## src/rtl/baud_gen_pkg.sv

```systemverilog
package baud_gen_pkg;
  localparam logic [3:0] OFF_DIV_LO = 4'h0;
  localparam logic [3:0] OFF_DIV_HI = 4'h1;
  localparam logic [3:0] OFF_LINE   = 4'h3;
  localparam logic [3:0] OFF_SPEED  = 4'h9;
  localparam logic [3:0] OFF_SCOUNT = 4'hA;
  localparam logic [3:0] OFF_SPOINT = 4'hB;
  localparam logic [3:0] OFF_RFIX   = 4'hD;
  localparam int         LATCH_BIT  = 7;

  typedef enum logic [1:0] {
    SPD_X16  = 2'd0,
    SPD_X8   = 2'd1,
    SPD_X4   = 2'd2,
    SPD_PROG = 2'd3
  } speed_e;
endpackage

```

## src/rtl/bg_regs.sv

```systemverilog
module bg_regs
  import baud_gen_pkg::*;
#(
  parameter int DIV_W  = 16,
  parameter int DATA_W = 8
) (
  input  logic              clk,
  input  logic              rst_n,
  input  logic              we,
  input  logic [3:0]        addr,
  input  logic [DATA_W-1:0] wdata,
  output logic [DATA_W-1:0] rdata,
  output logic [DIV_W-1:0]  divisor,
  output speed_e            speed,
  output logic [DATA_W-1:0] scount,
  output logic [DATA_W-1:0] spoint,
  output logic              cfg_clear
);
  localparam int HI_W = DIV_W - DATA_W;

  logic [DATA_W-1:0] line_q, rfix_q, div_lo_q;
  logic [HI_W-1:0]   div_hi_q;
  logic              latch_open;

  assign latch_open = line_q[LATCH_BIT];
  assign divisor    = {div_hi_q, div_lo_q};

  // The counters restart whenever the timing base itself changes.
  assign cfg_clear = we && ((addr == OFF_SPEED) ||
                     (latch_open && (addr == OFF_DIV_LO || addr == OFF_DIV_HI)));

  always_ff @(posedge clk or negedge rst_n) begin
    if (!rst_n) begin
      line_q   <= '0;
      rfix_q   <= '0;
      div_lo_q <= '0;
      div_hi_q <= '0;
      speed    <= SPD_X16;
      scount   <= '0;
      spoint   <= '1;
    end else if (we) begin
      case (addr)
        OFF_DIV_LO: if (latch_open) div_lo_q <= wdata;
        OFF_DIV_HI: if (latch_open) div_hi_q <= wdata[HI_W-1:0];
        OFF_LINE:   line_q <= wdata;
        OFF_SPEED:  speed  <= speed_e'(wdata[1:0]);
        OFF_SCOUNT: scount <= wdata;
        OFF_SPOINT: spoint <= wdata;
        OFF_RFIX:   rfix_q <= wdata;
        default: ;
      endcase
    end
  end

  always_comb begin
    rdata = '0;
    case (addr)
      OFF_DIV_LO: if (latch_open) rdata = div_lo_q;
      OFF_DIV_HI: if (latch_open) rdata = DATA_W'(div_hi_q);
      OFF_LINE:   rdata = line_q;
      OFF_SPEED:  rdata = DATA_W'(speed);
      OFF_SCOUNT: rdata = scount;
      OFF_SPOINT: rdata = spoint;
      OFF_RFIX:   rdata = rfix_q;
      default:    rdata = '0;
    endcase
  end
endmodule

```

## src/rtl/bg_prescale.sv

```systemverilog
module bg_prescale #(
  parameter int DIV_W = 16
) (
  input  logic             clk,
  input  logic             rst_n,
  input  logic             clear,
  input  logic [DIV_W-1:0] divisor,
  output logic             tick
);
  logic [DIV_W-1:0] cnt_q, limit;

  // A divisor of zero behaves as one: the limit stays at zero.
  assign limit = (divisor == '0) ? '0 : divisor - DIV_W'(1);
  assign tick  = (cnt_q >= limit);

  always_ff @(posedge clk or negedge rst_n) begin
    if (!rst_n)      cnt_q <= '0;
    else if (clear)  cnt_q <= '0;
    else if (tick)   cnt_q <= '0;
    else             cnt_q <= cnt_q + DIV_W'(1);
  end
endmodule

```

## src/rtl/bg_phase.sv

```systemverilog
module bg_phase
  import baud_gen_pkg::*;
#(
  parameter int DATA_W = 8,
  parameter int PH_W   = DATA_W + 1
) (
  input  logic              clk,
  input  logic              rst_n,
  input  logic              clear,
  input  logic              tick,
  input  speed_e            speed,
  input  logic [DATA_W-1:0] scount,
  input  logic [DATA_W-1:0] spoint,
  output logic [PH_W-1:0]   phase,
  output logic              sample_stb,
  output logic              bit_end
);
  logic [PH_W-1:0] last_idx, samp_idx;

  always_comb begin
    case (speed)
      SPD_X16: begin last_idx = PH_W'(15); samp_idx = PH_W'(8); end
      SPD_X8:  begin last_idx = PH_W'(7);  samp_idx = PH_W'(4); end
      SPD_X4:  begin last_idx = PH_W'(3);  samp_idx = PH_W'(2); end
      default: begin last_idx = PH_W'(scount); samp_idx = PH_W'(spoint); end
    endcase
  end

  assign sample_stb = tick && (phase == samp_idx);
  // >= keeps the bit bounded if the count shrinks under a running phase.
  assign bit_end    = tick && (phase >= last_idx);

  always_ff @(posedge clk or negedge rst_n) begin
    if (!rst_n)       phase <= '0;
    else if (clear)   phase <= '0;
    else if (bit_end) phase <= '0;
    else if (tick)    phase <= phase + PH_W'(1);
  end
endmodule

```

## src/rtl/baud_gen_os.sv

```systemverilog
module baud_gen_os
  import baud_gen_pkg::*;
#(
  parameter int DIV_W  = 16,
  parameter int DATA_W = 8
) (
  input  logic              clk,
  input  logic              rst_n,
  input  logic              reg_we,
  input  logic [3:0]        reg_addr,
  input  logic [DATA_W-1:0] reg_wdata,
  output logic [DATA_W-1:0] reg_rdata,
  input  logic              restart,
  output logic              tick,
  output logic              sample_stb,
  output logic              bit_end
);
  localparam int PH_W = DATA_W + 1;

  logic [DIV_W-1:0]  divisor;
  speed_e            speed;
  logic [DATA_W-1:0] scount, spoint;
  logic              cfg_clear, ctr_clear;
  logic [PH_W-1:0]   phase;

  assign ctr_clear = restart || cfg_clear;

  bg_regs #(.DIV_W(DIV_W), .DATA_W(DATA_W)) u_regs (
    .clk(clk), .rst_n(rst_n), .we(reg_we), .addr(reg_addr), .wdata(reg_wdata),
    .rdata(reg_rdata), .divisor(divisor), .speed(speed), .scount(scount),
    .spoint(spoint), .cfg_clear(cfg_clear)
  );

  bg_prescale #(.DIV_W(DIV_W)) u_pre (
    .clk(clk), .rst_n(rst_n), .clear(ctr_clear), .divisor(divisor), .tick(tick)
  );

  bg_phase #(.DATA_W(DATA_W), .PH_W(PH_W)) u_phase (
    .clk(clk), .rst_n(rst_n), .clear(ctr_clear), .tick(tick), .speed(speed),
    .scount(scount), .spoint(spoint), .phase(phase),
    .sample_stb(sample_stb), .bit_end(bit_end)
  );
endmodule

```

## config.mk

```make
export PLATFORM = sky130hd
export DESIGN_NAME = baud_gen_os
export DESIGN_NICKNAME = d
export VERILOG_FILES = /design/src/rtl/baud_gen_pkg.sv /design/src/rtl/bg_regs.sv /design/src/rtl/bg_prescale.sv /design/src/rtl/bg_phase.sv /design/src/rtl/baud_gen_os.sv
export SDC_FILE = /design/constraint.sdc
export NUM_CORES = 1
export LEC_CHECK = 0
export BUFFER_PORTS_ARGS = -buffer_cell sky130_fd_sc_hd__buf_4
export CAP_MARGIN = 15
export CELL_PAD_IN_SITES_DETAIL_PLACEMENT = 1
export CELL_PAD_IN_SITES_GLOBAL_PLACEMENT = 1
export CORE_MARGIN = 3
export CORE_UTILIZATION = 53
export CTS_CLUSTER_DIAMETER = 50
export DETAILED_ROUTE_END_ITERATION = 7
export PLACE_DENSITY = 0.93
export SYNTH_ARGS = -nofsm -noshare
export SYNTH_HDL_FRONTEND = slang
export SYNTH_SLANG_ARGS = --single-unit
```

## constraint.sdc

```tcl
create_clock -name clk -period 7.3 [get_ports clk]
set_clock_uncertainty 0.05 [all_clocks]
set_input_delay 1.095 -clock clk [delete_from_list [all_inputs] [get_ports clk]]
set_output_delay 1.095 -clock clk [all_outputs]
set_load 0.05 [all_outputs]
```

Word level (Yosys, flattened, before mapping)
Cells that the tools add are included.
Word-level totals
  bits in registers: 75
  output and inout port bits: 11
  word-level logic and storage cells: 52
Cells by class
  add/subtract/negate cells: 3
  $lt $le $gt $ge: 2
  equality and inequality tests: 9
  muxes and demuxes: 11
  reductions and logical operators: 18
Operator list (count)
  $pmux W8 S7: 1
  $mux W16: 3
  $pmux W8 S3: 2
  $mux W9: 3
  $add A16 B1 Y16 const B: 1
  $eq A4 B4 Y1 const B: 4
  $ge A16 B16 Y1: 1
  $logic_not A16 Y1: 1
  $mux W8: 2
  $sub A16 B1 Y16 const B: 1
  $reduce_and A2 Y1: 5
  $add A9 B1 Y9 const B: 1
  $eq A9 B8 Y1: 1
  $ge A9 B8 Y1: 1
  $reduce_and A3 Y1: 2
  $eq A4 B1 Y1 const B: 1
  $eq A4 B2 Y1 const B: 1
  $logic_and A1 B1 Y1: 4
  $logic_not A4 Y1: 1
  $logic_or A1 B1 Y1: 3
  $reduce_bool A3 Y1: 1
  $eq A2 B1 Y1 const B: 1
  $eq A2 B2 Y1 const B: 1
  $logic_not A2 Y1: 1

Depth between registers and ports, before layout
  depth in word-level cells: 7
  gate-level depth with buffers: 15
  depth with buffers taken out: 15

By module
A second synthesis with hierarchy kept.
Unflattened totals
  cells, all modules: 489
  area, all modules: 4937.2 um^2
Modules (own cells, without submodules)
  bg_regs: instances 1, cells each 193, area an instance 2498.6 um^2
  bg_prescale: instances 1, cells each 172, area an instance 1453.9 um^2
  bg_phase: instances 1, cells each 123, area an instance 978.4 um^2
  baud_gen_os: instances 1, cells each 1, area an instance 6.3 um^2

Least setup slack after synthesis
OpenSTA, ideal clock, no wires.
  path type: reg-to-output
  from: register u_regs.div_lo_q[6]
  to: output sample_stb
  arrival time: 3644 ps
  data required time: 6155 ps
  setup slack: 2511 ps
  cell stages (with the launch flop): 13
  buffers on the path: 0
  cells stage by stage: dfrtp_1 -> nor4_4 -> nand2b_2 -> or3_4 -> nor3_4 -> xor2_1 -> nand2_1 -> ha_1 -> and4_1 -> nand3_1 -> nor2_1 -> a21oi_4 -> nor3_1
Between the ends
  word-level cells in the longest chain between the ends: 4
  elaborated cells on any way between the ends: 5
RTL lines
  start: declaration: RTL line bg_regs.sv:21  | logic [DATA_W-1:0] line_q, rfix_q, div_lo_q;
  start signal: assignment: RTL line bg_regs.sv:43  | OFF_DIV_LO: if (latch_open) div_lo_q <= wdata;
  $sub A16 B1 Y16 / $logic_not A16 Y1 (equally long branches): RTL line bg_prescale.sv:13  | assign limit = (divisor == '0) ? '0 : divisor - DIV_W'(1);
  $mux W16 *: RTL line bg_prescale.sv:13
  $ge A16 B16 Y1 *: RTL line bg_prescale.sv:14  | assign tick = (cnt_q >= limit);
  $logic_and A1 B1 Y1 *: RTL line bg_phase.sv:29  | assign sample_stb = tick && (phase == samp_idx);
  end: declaration: RTL line baud_gen_os.sv:15  | output logic sample_stb,
Mark *: on every way between the ends. The rest lies on a longest branch, timed or not.

Final worst setup path
  from: register u_regs.div_lo_q[5]
  to: output sample_stb
The elaborated chain is that of the path after synthesis.

==> flow_metrics.env <==
export IMPL_run_status="complete, no violations"
export IMPL_portBuffers=26
export IMPL_floorplan_initialDensity_pct=54.6
export IMPL_route_detailed_wl_per_inst_um=25.5
export IMPL_grt_pass1_vias=4492
export IMPL_synth_cell_types=62
export IMPL_crit_family="simple AND/OR/NAND/NOR gates"
export IMPL_dr_total_vias=4027
export IMPL_end_kind="output pin"
export IMPL_clk_latency_ns=0.37
export IMPL_ant_nets=0
export IMPL_dieArea_um2=10200
export IMPL_placed_cell_area_um2=5040
export IMPL_pre_cts_ws_ns=2.87
export IMPL_cp_required_ns=6.15
export IMPL_clock_sinks=75
export IMPL_leakagePower_nw=2.30
export IMPL_synth_fp_nets=510
export IMPL_max_slew_worst_pin_slew_ns=1.03
export IMPL_synth_cells=466
export IMPL_yosysTopAreaCellShare_pct=35.1
export IMPL_irDropWorstVdd_mv=0.162
export IMPL_r2r_start="u_regs.div_lo_q[6]"
export IMPL_setup_slack_ns=2.41
export IMPL_clk_pin_slew_ns=0.09
export IMPL_insertedDiodeCount=0
export IMPL_max_slew_margin_pct=31.3
export IMPL_cts_hold_buf=0
export IMPL_htreeDepth=3
export IMPL_clk_path_buf_depth=2
export IMPL_cts_resized=0
export IMPL_cp_cell_sequence="nor4_4 -> nand2_2 -> or3_4 -> nor3_4 -> xor2_1 -> nand2_1 -> ha_1 -> and4_1 -> nand3_1 -> nor2_1 -> a21oi_4 -> nor3_1 -> buf_4"
export IMPL_synth_seq_area_share_pct=39.5
export IMPL_antenna_found_initial=0
export IMPL_layout_cells_non_filler=602
export IMPL_synth_most_common_cell="dfrtp_1"
export IMPL_hold_viol=0
export IMPL_finalSetupViolCount=0
export IMPL_min_to="u_regs.line_q[6]"
export IMPL_wl_met3_um=759
export IMPL_synthTopCellsByCount="dfrtp_1, mux2_2, nand2_1"
export IMPL_hp_start="u_regs.line_q[6]"
export IMPL_wl_met2_um=7800
export IMPL_startpoint="u_regs.div_lo_q[5]"
export IMPL_arrival_ns=3.75
export IMPL_cp_max_fo=6
export IMPL_yosys_top_cells_area="dfrtp_1, mux2_2, ha_1"
export IMPL_critPathKind="reg -> out"
export IMPL_met1Wirelength_um=5870
export IMPL_final_util_pct=60.1
export IMPL_design_area_um2=5270
export IMPL_ys_ff_latch=75
export IMPL_n_fill_cell=919
export IMPL_drc=0
export IMPL_cp_slowest_cell="dfrtp_1"
export IMPL_r2r_cells=13
export IMPL_slew_violations=0
export IMPL_cellPowerDensity_nw_per_um2=273
export IMPL_drt_total_wl_um=15400
export IMPL_overflow=0
export IMPL_cts_made_buffers=9
export IMPL_period_share_pct=67.0
export IMPL_postCtsSetupRepairBufs=0
export IMPL_synth_warnings=0
export IMPL_yosysTopAreaCell="dfrtp_1"
export IMPL_dp_hpwl_um=10000
export IMPL_grt_usage_pct=31.9
export IMPL_hold_path_class="reg -> reg"
export IMPL_cts_root_buf="clkbuf_8"
export IMPL_drive_above_1_share_pct=24.7
export IMPL_finalPower_mw=1.44
export IMPL_first_iter_violations=210
export IMPL_r2r_end="u_phase.phase[7]"
export IMPL_synth_area_per_cell_um2=10.3
export IMPL_hold_path_cell_count=1
export IMPL_area_delta_synth_final_pct=10.2
export IMPL_syn_area_um2=4780
export IMPL_cts_tree="yes"
export IMPL_async_flop_share_pct=100
export IMPL_gpl_final_weighted_congestion=0.926
export IMPL_grt_max_degree=76
export IMPL_synth_edf_count=0
export IMPL_core_area_um2=8760
export IMPL_row_count=34
export IMPL_avgViaCountPerCell=6.69
export IMPL_dp_cells=586
export IMPL_rrSetupSlack_ns=3.66
export IMPL_rsz0062_at_grt="false"
export IMPL_critical_path_buf_inv_count=1
export IMPL_cpPeakStageDelay_ns=0.50
export IMPL_nets=533
export IMPL_fin_tns_setup_ns=0
export IMPL_startpoint_type="register"
export IMPL_ioPinCount=27
export IMPL_cap_violations=0
export IMPL_die_h_um=101
export IMPL_holdWs_ns=0.470
export IMPL_routed_top_layer="met4"
export IMPL_max_clock_freq_ghz=0.204
export IMPL_grt_pass1_wl_um=24600
export IMPL_layout_min_cycle_time_ns=4.89
export IMPL_ys_flop_type="dfrtp_1"
export IMPL_die_x_um=101
export IMPL_dr_pass1_iters=5
placed cells by master (no fill, tap or decap), types with 3 or more instances in the layout:
master and instances:
nand4_1 5, nor2_1 36, o22ai_1 6, o21ai_0 10
nor3_1 10, inv_1 14, a222oi_1 5, o221ai_1 6
a21o_1 5, a21oi_1 14, nand3_1 20, dfstp_2 8
clkbuf_8 9, nor4_4 3, xnor2_1 17, buf_4 26
mux2_2 50, nand2_2 3, and3_1 5, xor2_1 15
a31oi_1 9, ha_1 28, nand3b_1 3, nand2b_1 11
mux2i_1 8, nand2_1 50, dfrtp_1 67
worst max path at each step:
stage,slack [ns],endpoint,cells after the start
after floorplan,2.51,sample_stb,12
after global placement,3.07,sample_stb,13
after detailed placement,2.87,sample_stb,13
after CTS,2.39,sample_stb,13
after global routing,2.11,bit_end,13
final,2.41,sample_stb,13
worst reg2reg max path: stages (launching register included):
cell       delay (ns)
dfrtp_1          0.50
nor4_4           0.42
nand2b_2         0.11
nor3_1           0.33
nand2_1          0.13
xnor2_1          0.22
nand2_1          0.09
ha_1             0.31
and4_1           0.24
a21oi_1          0.23
o2111ai_1        0.18
a21oi_2          0.42
a31oi_1          0.11
o22ai_1          0.21
registers in the layout, summed over array words and instances, names as in the netlist:
| signal | count |
|---|---|
| u_regs.div_lo_q | 8 |
| u_regs.line_q | 8 |
| u_regs.div_hi_q | 8 |
| u_pre.cnt_q | 16 |
| u_regs.rfix_q | 8 |
| u_phase.phase | 9 |
| u_regs.speed | 2 |
| u_regs.spoint | 8 |
| u_regs.scount | 8 |
per-layer routing:
metal  vias to the layer above  GRT usage [%]
met2                       195           53.7
met3                        72           6.30
met4                         0           20.7
met1                      2019           37.0
li1                       1741              -
met5                         -              0
logic make-up (layout without fill, tap and decap cells):
logic type      Yosys count  in the layout  share of synthesized area [%]
compound gates           77             77                           12.4
flops                    75             75                           39.5
fa+ha+maj                28             28                           7.33
xor+xnor                 32             32                           5.86
mux                      58             58                           13.4
simple gates            167            167                           18.9
buf+inv                  29             57                           2.62
power breakdown:
group	leakage [nW]	switching (mW)	internal, mW
Sequential	0.963	0.0986	0.486
Clock	0.109	0.183	0.197
Combinational	1.23	0.275	0.201
final cells by class:
| cell class | instances | area, um^2 | area share, % |
|---|---|---|---|
| multi-input combinational | 362 | 2770 | 52.6 |
| sequential | 75 | 1890 | 35.8 |
| timing repair buffer | 26 | 195 | 3.71 |
| tap | 108 | 135 | 2.57 |
| clock buffer | 10 | 128 | 2.42 |
| clock inverter | 6 | 96.3 | 1.83 |
| inverter | 15 | 56.3 | 1.07 |
No activity file was read; power rests on OpenSTA's default activity.
